<file path="config.mk">
export PLATFORM = sky130hd
export DESIGN_NAME = ecc_secded_top
export DESIGN_NICKNAME = d
export VERILOG_FILES = /design/src/rtl/ecc_secded_pkg.sv /design/src/rtl/ecc_check_gen.sv /design/src/rtl/ecc_syndrome_decode.sv /design/src/rtl/ecc_read_stage.sv /design/src/rtl/ecc_secded_top.sv
export SDC_FILE = /design/constraint.sdc
export NUM_CORES = 1
export LEC_CHECK = 0
export BUFFER_PORTS_ARGS = -buffer_cell sky130_fd_sc_hd__buf_2
export CAP_MARGIN = 10
export CORE_ASPECT_RATIO = 1.2
export CORE_MARGIN = 8
export CORE_UTILIZATION = 47
export CTS_CLUSTER_DIAMETER = 30
export CTS_CLUSTER_SIZE = 40
export DETAILED_ROUTE_END_ITERATION = 8
export HOLD_SLACK_MARGIN = 0.12
export PLACE_DENSITY = 0.81
export SLEW_MARGIN = 20
export SYNTH_ARGS = -nofsm -noshare
export SYNTH_HDL_FRONTEND = slang
export SYNTH_SLANG_ARGS = --single-unit
</file>
<file path="constraint.sdc">
create_clock -name clk -period 1.35 [get_ports clk]
set_input_delay 0.135 -clock clk [delete_from_list [all_inputs] [get_ports clk]]
set_output_delay 0.135 -clock clk [all_outputs]
set_load 0.01 [all_outputs]
</file>
<file path="src/rtl/ecc_secded_pkg.sv">
`timescale 1ns/1ps
package ecc_secded_pkg;

    typedef enum logic [1:0] {
        CLS_CLEAN   = 2'd0,
        CLS_CHKBIT  = 2'd1,
        CLS_DATABIT = 2'd2,
        CLS_MULTI   = 2'd3
    } ecc_cls_e;

    typedef enum logic {
        ST_EMPTY = 1'b0,
        ST_SHOW  = 1'b1
    } rd_state_e;

    // number of set bits in a small value
    function automatic int popc(input int v);
        int n;
        n = 0;
        for (int b = 0; b < 16; b++) begin
            if (((v >> b) & 1) != 0) n++;
        end
        return n;
    endfunction

    // column idx of the data part of an odd-weight-column code:
    // all weight-3 patterns in ascending order, then weight 5, then 7, ...
    function automatic logic [15:0] hsiao_col(input int idx, input int chk_w);
        int seen;
        logic [15:0] res;
        res  = '0;
        seen = 0;
        for (int w = 3; w <= chk_w; w += 2) begin
            for (int v = 0; v < (1 << chk_w); v++) begin
                if (popc(v) == w) begin
                    if (seen == idx) res = 16'(v);
                    seen++;
                end
            end
        end
        return res;
    endfunction

endpackage

</file>
<file path="src/rtl/ecc_check_gen.sv">
`timescale 1ns/1ps
module ecc_check_gen #(
    parameter int CODE_DW = 64,
    parameter int CHK_W   = 8
) (
    input  logic [CODE_DW-1:0] data,
    output logic [CHK_W-1:0]   chk
);
    import ecc_secded_pkg::*;

    logic [CHK_W-1:0] contrib [CODE_DW];

    for (genvar g = 0; g < CODE_DW; g++) begin : g_col
        localparam logic [15:0] COL_FULL = hsiao_col(g, CHK_W);
        assign contrib[g] = data[g] ? COL_FULL[CHK_W-1:0] : '0;
    end

    always_comb begin
        chk = '0;
        for (int i = 0; i < CODE_DW; i++) begin
            chk = chk ^ contrib[i];
        end
    end
endmodule

</file>
<file path="src/rtl/ecc_syndrome_decode.sv">
`timescale 1ns/1ps
module ecc_syndrome_decode #(
    parameter int DATA_W = 32,
    parameter int CHK_W  = 8
) (
    input  logic              en,
    input  logic [DATA_W-1:0] raw_data,
    input  logic [CHK_W-1:0]  stored_chk,
    input  logic [CHK_W-1:0]  calc_chk,
    output logic [DATA_W-1:0] fixed_data,
    output logic              corrected,
    output logic              uncorrectable,
    output logic [CHK_W-1:0]  syndrome
);
    import ecc_secded_pkg::*;

    localparam logic [CHK_W-1:0] ONE = {{(CHK_W-1){1'b0}}, 1'b1};

    logic [CHK_W-1:0]  syn;
    logic [DATA_W-1:0] hit;
    ecc_cls_e          cls;

    assign syn = calc_chk ^ stored_chk;

    // only columns of stored data bits can be corrected
    for (genvar g = 0; g < DATA_W; g++) begin : g_match
        localparam logic [15:0] COL_FULL = hsiao_col(g, CHK_W);
        assign hit[g] = (syn == COL_FULL[CHK_W-1:0]);
    end

    always_comb begin
        if (!en || syn == '0)                cls = CLS_CLEAN;
        else if ((syn & (syn - ONE)) == '0)  cls = CLS_CHKBIT;
        else if (!(^syn))                    cls = CLS_MULTI;
        else if (|hit)                       cls = CLS_DATABIT;
        else                                 cls = CLS_MULTI;
    end

    always_comb begin
        fixed_data    = raw_data;
        corrected     = 1'b0;
        uncorrectable = 1'b0;
        unique case (cls)
            CLS_CLEAN: begin
            end
            CLS_CHKBIT: begin
                corrected = 1'b1;
            end
            CLS_DATABIT: begin
                fixed_data = raw_data ^ hit;
                corrected  = 1'b1;
            end
            CLS_MULTI: begin
                uncorrectable = 1'b1;
            end
            default: begin
            end
        endcase
    end

    assign syndrome = en ? syn : '0;
endmodule

</file>
<file path="src/rtl/ecc_read_stage.sv">
`timescale 1ns/1ps
module ecc_read_stage #(
    parameter int DATA_W = 32,
    parameter int CHK_W  = 8
) (
    input  logic              clk,
    input  logic              rst_n,
    input  logic              take,
    input  logic [DATA_W-1:0] in_data,
    input  logic              in_corr,
    input  logic              in_uncorr,
    input  logic [CHK_W-1:0]  in_syn,
    output logic              q_valid,
    output logic [DATA_W-1:0] q_data,
    output logic              q_corr,
    output logic              q_uncorr,
    output logic [CHK_W-1:0]  q_syn
);
    import ecc_secded_pkg::*;

    rd_state_e state, state_nx;

    always_comb begin
        unique case (state)
            ST_EMPTY: state_nx = take ? ST_SHOW : ST_EMPTY;
            ST_SHOW:  state_nx = take ? ST_SHOW : ST_EMPTY;
            default:  state_nx = ST_EMPTY;
        endcase
    end

    always_ff @(posedge clk or negedge rst_n) begin
        if (!rst_n) state <= ST_EMPTY;
        else        state <= state_nx;
    end

    always_ff @(posedge clk or negedge rst_n) begin
        if (!rst_n) begin
            q_data   <= '0;
            q_corr   <= 1'b0;
            q_uncorr <= 1'b0;
            q_syn    <= '0;
        end else if (take) begin
            q_data   <= in_data;
            q_corr   <= in_corr;
            q_uncorr <= in_uncorr;
            q_syn    <= in_syn;
        end
    end

    assign q_valid = (state == ST_SHOW);
endmodule

</file>
<file path="src/rtl/ecc_secded_top.sv">
`timescale 1ns/1ps
module ecc_secded_top #(
    parameter int DATA_W  = 32,
    parameter int CODE_DW = 64,
    parameter int CHK_W   = 8
) (
    input  logic                    clk,
    input  logic                    rst_n,
    input  logic                    ecc_en,
    input  logic [DATA_W-1:0]       wr_data,
    output logic [DATA_W+CHK_W-1:0] wr_word,
    input  logic                    rd_valid,
    input  logic [DATA_W+CHK_W-1:0] rd_word,
    output logic                    out_valid,
    output logic [DATA_W-1:0]       out_data,
    output logic                    out_corrected,
    output logic                    out_uncorrectable,
    output logic [CHK_W-1:0]        out_syndrome
);
    localparam int PAD_W = CODE_DW - DATA_W;

    logic [CHK_W-1:0]  wr_chk, rd_calc;
    logic [DATA_W-1:0] dec_data;
    logic              dec_corr, dec_uncorr;
    logic [CHK_W-1:0]  dec_syn;

    ecc_check_gen #(.CODE_DW(CODE_DW), .CHK_W(CHK_W)) u_wr_gen (
        .data ({{PAD_W{1'b0}}, wr_data}),
        .chk  (wr_chk)
    );

    assign wr_word = {wr_chk, wr_data};

    ecc_check_gen #(.CODE_DW(CODE_DW), .CHK_W(CHK_W)) u_rd_gen (
        .data ({{PAD_W{1'b0}}, rd_word[DATA_W-1:0]}),
        .chk  (rd_calc)
    );

    ecc_syndrome_decode #(.DATA_W(DATA_W), .CHK_W(CHK_W)) u_dec (
        .en            (ecc_en),
        .raw_data      (rd_word[DATA_W-1:0]),
        .stored_chk    (rd_word[DATA_W+:CHK_W]),
        .calc_chk      (rd_calc),
        .fixed_data    (dec_data),
        .corrected     (dec_corr),
        .uncorrectable (dec_uncorr),
        .syndrome      (dec_syn)
    );

    ecc_read_stage #(.DATA_W(DATA_W), .CHK_W(CHK_W)) u_stage (
        .clk       (clk),
        .rst_n     (rst_n),
        .take      (rd_valid),
        .in_data   (dec_data),
        .in_corr   (dec_corr),
        .in_uncorr (dec_uncorr),
        .in_syn    (dec_syn),
        .q_valid   (out_valid),
        .q_data    (out_data),
        .q_corr    (out_corrected),
        .q_uncorr  (out_uncorrectable),
        .q_syn     (out_syndrome)
    );
endmodule

</file>
---- Yosys cells after proc, flatten, opt, wreduce, memory -nomap -nowiden ----
Cells that the tools add are included.
word-level totals
  bits in writable memories ............... 0
  memories ................................ 0
  input port bits ......................... 76
  logic and storage cells ................. 186
  output and inout bits ................... 83
  bits in latches ......................... 0
  register bits after elaboration ......... 43
  memory bits (read-only) ................. 0
cells by class
  bitwise gates (word level) .............. 65
  equality and inequality tests ........... 35
  mux-type cells .......................... 73
  div/mod/pow operators ................... 0
  $lt $le $gt $ge ......................... 0
  shifts and indexed selects .............. 0
  add/subtract/negate cells ............... 1
  multipliers ............................. 0
  reduce and logical (&&, ||, !) cells .... 7
operators with widths
  kind                                                 number
  bitwise XOR 8 bit                                    63
  two-way mux 7 bit                                    24
  two-way mux 6 bit                                    20
  equality test 8 x 7 -> 1 bit, second input constant  12
  equality test 8 x 6 -> 1 bit, second input constant  10
  two-way mux 5 bit                                    12
  equality test 8 x 5 -> 1 bit, second input constant  6
  two-way mux 32 bit                                   1
  OR reduction 32 bit                                  1
  bitwise XOR 32 bit                                   1
  equality test 8 x 4 -> 1 bit, second input constant  3
  two-way mux 4 bit                                    6
  zero test 8 bit                                      2
  AND 8 bit                                            1
  equality test 8 x 3 -> 1 bit, second input constant  1
  two-way mux 8 bit                                    1
  XOR reduction 8 bit                                  1
  subtractor 8 x 1 -> 8 bit, second input constant     1
  two-way mux 2 bit                                    3
  two-way mux 3 bit                                    2
  equality test 2 bit, second input constant           2
  two-way mux 1 bit                                    4
  equality test 2 x 1 -> 1 bit, second input constant  1
  OR reduction 2 bit                                   1
  other kinds (2)                                      2

---- Longest topological paths before layout ----
  depth in word-level cells ............... 42
  gate-level depth with buffers ........... 20
  mapped depth without buffers ............ 18

---- By module ----
From an unflattened synthesis, not the netlist that was laid out.
second synthesis, totals
  cells, all modules ...................... 499
  area, all modules ....................... 5,828.1 µm²
by module, submodules not included
  module               cells each  seq. area each (µm²)  area each (µm²)  instances
  ecc_check_gen        109         0.0                   1,380.1          2
  ecc_read_stage       90          1,076.0               1,790.5          1
  ecc_syndrome_decode  158         0.0                   1,033.5          1
  ecc_secded_top       33          0.0                   244.0            1

---- Worst setup path before layout ----
Ideal clock, no wire load.
  kind .................................... input to register
  from .................................... input port rd_word[27]
  to ...................................... register u_stage.q_data[6]
  path slack .............................. -2,494 ps
  arrival ................................. 3,766 ps
  data required time ...................... 1,273 ps
  stages on the path ...................... 18
  library setup time ...................... 77 ps
  path buffers ............................ 2
  path through ............................ xnor3_1 > xnor2_1 > xnor2_1 > xor2_1 > ha_1 > buf_4 > mux2i_1 > or4b_2 > nand3_1 > nor4b_2 > o21bai_1 > ha_1 > clkbuf_1 > nand2_1 > nor3_1 > nand3_1 > xor2_1 > a21oi_1
between the ends
  word-level cells in the longest chain between the ends .. 15
  elaborated cells between the ends (all ways) .. 53
  those cells by class .................... add/sub (1); eq/ne (33); mux (6); bitwise (8); reduce/logical (5)
ends and longest elaborated chain
  what                                                                               line                       text
  start, declared                                                                    ecc_secded_top.sv:13       input logic [DATA_W+CHK_W-1:0] rd_word,
  two-way mux 7 bit *                                                                ecc_check_gen.sv:15        assign contrib[g] = data[g] ? COL_FULL[CHK_W-1:0] : '0;
  bitwise XOR 8 bit * (5 in series)                                                  ecc_check_gen.sv:21        chk = chk ^ contrib[i];
  bitwise XOR 8 bit *                                                                ecc_syndrome_decode.sv:23  assign syn = calc_chk ^ stored_chk;
  parallel branches: the longest is 7 deep, another holds subtractor 8 x 1 -> 8 bit  --
  two-way mux 32 bit *                                                               ecc_syndrome_decode.sv:43  unique case (cls)
  end signal, assigned                                                               ecc_read_stage.sv:43       q_data <= in_data;
  end, declared                                                                      ecc_read_stage.sv:14       output logic [DATA_W-1:0] q_data,
Mark *: on every way between the ends.
A chain may end at the register's enable or synchronous reset.

---- Worst setup path in the final report ----
  from .................................... input port rd_word[15]
  to ...................................... register u_stage.q_data[14]
between the ends
  word-level cells in the longest chain between the ends .. 27
  elaborated cells between the ends (all ways) .. 65
  those cells by class .................... add/sub (1); eq/ne (33); mux (6); bitwise (20); reduce/logical (5)
ends and longest elaborated chain
  what                                                                               line
  two-way mux 6 bit *                                                                ecc_check_gen.sv:15
  bitwise XOR 8 bit * (17 in series)                                                 ecc_check_gen.sv:21
  bitwise XOR 8 bit *                                                                ecc_syndrome_decode.sv:23
  parallel branches: the longest is 7 deep, another holds subtractor 8 x 1 -> 8 bit  --
  two-way mux 32 bit *                                                               ecc_syndrome_decode.sv:43
Marked as above.

==> impl_metrics.py <==
metrics = {
    "critical_path": {
        "crit_path_max_incr_delay_ns": 0.72,
        "arrival_ns": 4.54,
        "reg2reg_depth": 2,
        "r2r_slack_ns": 0.09,
        "rr_startpoint": "u_stage.q_data[14]",
        "path_cells": "buf_2, xor2_1, xnor3_2, xnor2_2, buf_4, nor2_2, nand4_1, nand3_4, nor4b_4, o21bai_1, ha_2, nand2_4, nor3_4, nand2_1, xor2_1, a21oi_1",
        "path_max_fanout": 5,
        "cp-start-kind": "input pin",
        "cpMostUsedCell": "xor2_1",
        "required_ns": 1.50,
        "crit_start": "rd_word[15]",
        "endpoint": "u_stage.q_data[14]",
        "endpoint_kind": "flop",
        "crit_path_top_delay_cell": "xnor3_2",
        "worstSetupPathType": "input pin to flop",
        "rr_endpoint": "u_stage.q_data[14]",
    },
    "timing": {
        "whs_ns": 0.135,
        "tightest_slew_ns": 0.743,
        "fin_skew_ns": 0,
        "post-route-min-period_ns": 4.38,
        "hold_violations": 0,
        "relSlewSlack_pct": 50.5,
        "rsz0062_at_grt": "yes",
        "timing.final.crit_share_pct": 325,
        "fmax_ghz": 0.228,
        "setup_slack_ns": -3.03,
        "finalMaxSlewViolations": 0,
        "setup_viol": 48,
        "tns_ns": -87.54,
    },
    "min_path": {
        "hold_start": "rd_valid",
        "min_path_type": "input pin to flop",
        "whs_path_depth": 1,
    },
    "layout": {
        "layout-drive-gt1-share_pct": 64.3,
        "final_cell_mix": "127 x buf_2, 111 x buf_4, 52 x xnor2_1",
        "finalNetCount": 783,
        "layout_commonest_cell": "buf_2",
        "area_delta_synth_final_pct": 77.7,
        "multi_input_area_sq_um": 3880,
        "nFillCells": 334,
        "design_area_sq_um": 7440,
        "seq_area_sq_um": 1080,
    },
    "global_routing": {
        "grt_pass1_wl_mm": 26.5,
        "use_met3_pct": 4.90,
        "use_met1_pct": 28.1,
        "gr-usage-met2_pct": 52.5,
        "grt_max_degree": 47,
        "track_usage_pct": 28.7,
        "top_usage_layer": "met2",
        "overflow": 0,
        "grt_pass1_vias": 4817,
        "antenna_found_initial": 1,
    },
    "routing": {
        "drc_errors": 0,
        "dr.pass1.iters": 7,
        "ant_nets": 0,
        "dr_total_vias": 5114,
        "wl_per_cell_um": 30.8,
        "routed_wl_mm": 25.3,
        "viasPerCell": 6.22,
        "drt_iter0_markers": 488,
    },
    "pwr": {
        "vdd_drop_max_uv": 2050,
        "swShare_pct": 47.3,
        "p_sw_mw": 6.31,
        "p_int_mw": 7.02,
        "p_leak_nw": 3.46,
        "p_comb_share_pct": 79.3,
        "clkPwrFrac_pct": 8.6,
        "power_frac_seq_pct": 12.1,
        "p_per_area_nw_per_um2": 1790,
    },
    "cts": {
        "cts.sinks": 43,
        "clk_latency_ns": 0.32,
        "cts_root_buf": "clkbuf_8",
        "cts_tree": "done",
        "cts_made_buffers": 5,
        "htree_levels": 2,
        "clockBufferDepth": 2,
        "cts.clk_slew.worst_paths_ns": 0.09,
    },
    "die": {
        "start_util_pct": 48.6,
        "rows": 37,
        "core_area_sq_um": 8610,
        "floorplan.die.height_um": 119,
        "fp.dieW_um": 102,
        "ios": 159,
        "dieArea_sq_um": 12200,
    },
    "placed_design": {
        "io_buffers": 157,
        "place.detailed.hpwl_mm": 12.9,
        "place.gp.congestion": 0.960,
        "placed_area_sq_um": 5810,
    },
    "synthesis": {
        "avgSynthCellArea_sq_um": 9.32,
        "ys_warn_count": 0,
        "synth_cell_types": 41,
        "synth_edf_count": 0,
        "syn-num-nets": 529,
        "ys.flop_type": "dfrtp_1",
        "async_flop_share_pct": 100,
        "ys_ff_latch": 43,
        "yosysSeqAreaShare_pct": 25.7,
        "synthCells": 449,
        "syn_area_sq_um": 4190,
    },
    "outcome": {
        "violations": "setup timing",
        "outcome": "finished, violations left",
    },
    "flow_run": {
        "maxCapViolCount": 0,
    },
}
## critical path, delay by kind of cell
family	cells	cell delay [ns]
AOI/OAI and AO/OA	2	0.75
xor gates and xnor gates	4	1.75
adders and majority gates	1	0.26
buffers and inverters	2	0.37
and+or+nand+nor	7	1.24
## worst min-delay path by stage
stage,to
3_5_place_dp,u_stage.q_corr
4_1_cts,u_stage.q_valid
6_report,u_stage.q_valid
2_1_floorplan,u_stage.q_corr
3_3_place_gp,u_stage.q_corr
5_1_grt,u_stage.q_valid
## per-stage QoR
stage / setup slack [ns] / utilization [%] / power (mW) / instances
after CTS: -1.88 / 77.2 / 11.5 / 812
final: -3.03 / 86.4 / 13.3 / 822
after floorplan: -2.03 / - / 5.96 / 449
after global placement: -2.36 / 67.5 / 8.98 / 789
after global routing: -2.99 / 86.4 / 13.6 / 822
after detailed placement: -2.50 / 67.5 / 9.09 / 789
## timing repair
| action | in CTS | in global routing |
|---|---|---|
| cloned | 1 | 0 |
| hold buffers | 1 | 0 |
| hold endpoints to repair | 15 | 0 |
| pin swaps | 62 | 77 |
| setup endpoints to repair | 45 | 48 |
| buffers inserted | 13 | 10 |
| gates resized for setup | 125 | 122 |
## state kept, by name, summed over array words and instances, names as in the netlist
name	flops
u_stage.q_corr	1
u_stage.q_data	32
u_stage.q_syn	8
u_stage.q_uncorr	1
u_stage.q_valid	1
## power by group through the flow
stage          Sequential (mW)  Clock (mW)  Combinational, mW
2_1_floorplan             1.71           0               4.25
3_3_place_gp              1.60           0               7.38
3_5_place_dp              1.61           0               7.47
4_1_cts                   1.59        1.10               8.78
5_1_grt                   1.63        1.21               10.8
6_report                  1.61        1.15               10.6
## Yosys cell counts, types with 2 or more instances
cell        n  area, sq um
a21oi_1    34          170
a32o_1      2         20.0
buf_4      34          255
buf_6       2         22.5
clkbuf_1   13         48.8
dfrtp_1    43         1080
ha_1        4         50.1
inv_1      11         41.3
mux2i_1     3         30.0
nand2_1    23         86.3
nand3_1    14         70.1
nand4_1     4         25.0
nor2_1     54          203
nor3_1      5         25.0
nor4_1      5         31.3
o211ai_1    3         22.5
o21ai_0     3         15.0
o22ai_1     8         50.1
xnor2_1   109          955
xnor3_1    18          405
xnor3_2     2         47.6
xor2_1     35          307
xor3_1      2         47.6
## cell type report
type / instances / share of cell area [%]
antenna: 1 / 0.0336
clock buffer: 6 / 1.11
clock inverter: 2 / 0.471
inverter: 11 / 0.555
multi-input combinational: 346 / 52.2
sequential: 43 / 14.5
tap: 117 / 1.97
timing repair buffer: 296 / 29.2
## layer usage
metal  part of all wire, %  wire length [um]  vias to the layer above
met5                 0.091                23                        -
met4                    10              2540                        2
met3                    13              3350                      216
met2                    46             11800                      545
met1                    30              7650                     2406
li1                      -                 -                     1945
## logic make-up (layout without fill, tap and decap cells)
logic type / after synthesis / after routing / synth area share, %
adders and majority gates: 4 / 4 / 1.20
buffers and inverters: 60 / 315 / 8.79
AOI/OAI and AO/OA: 58 / 58 / 8.31
xor gates and xnor gates: 168 / 168 / 43.1
DFF: 43 / 43 / 25.7
and+or+nand+nor: 111 / 111 / 11.8
muxes: 4 / 4 / 0.986
other: 1 / 2 / 0.0896
Note: power is estimated with default switching activity, not from simulation.
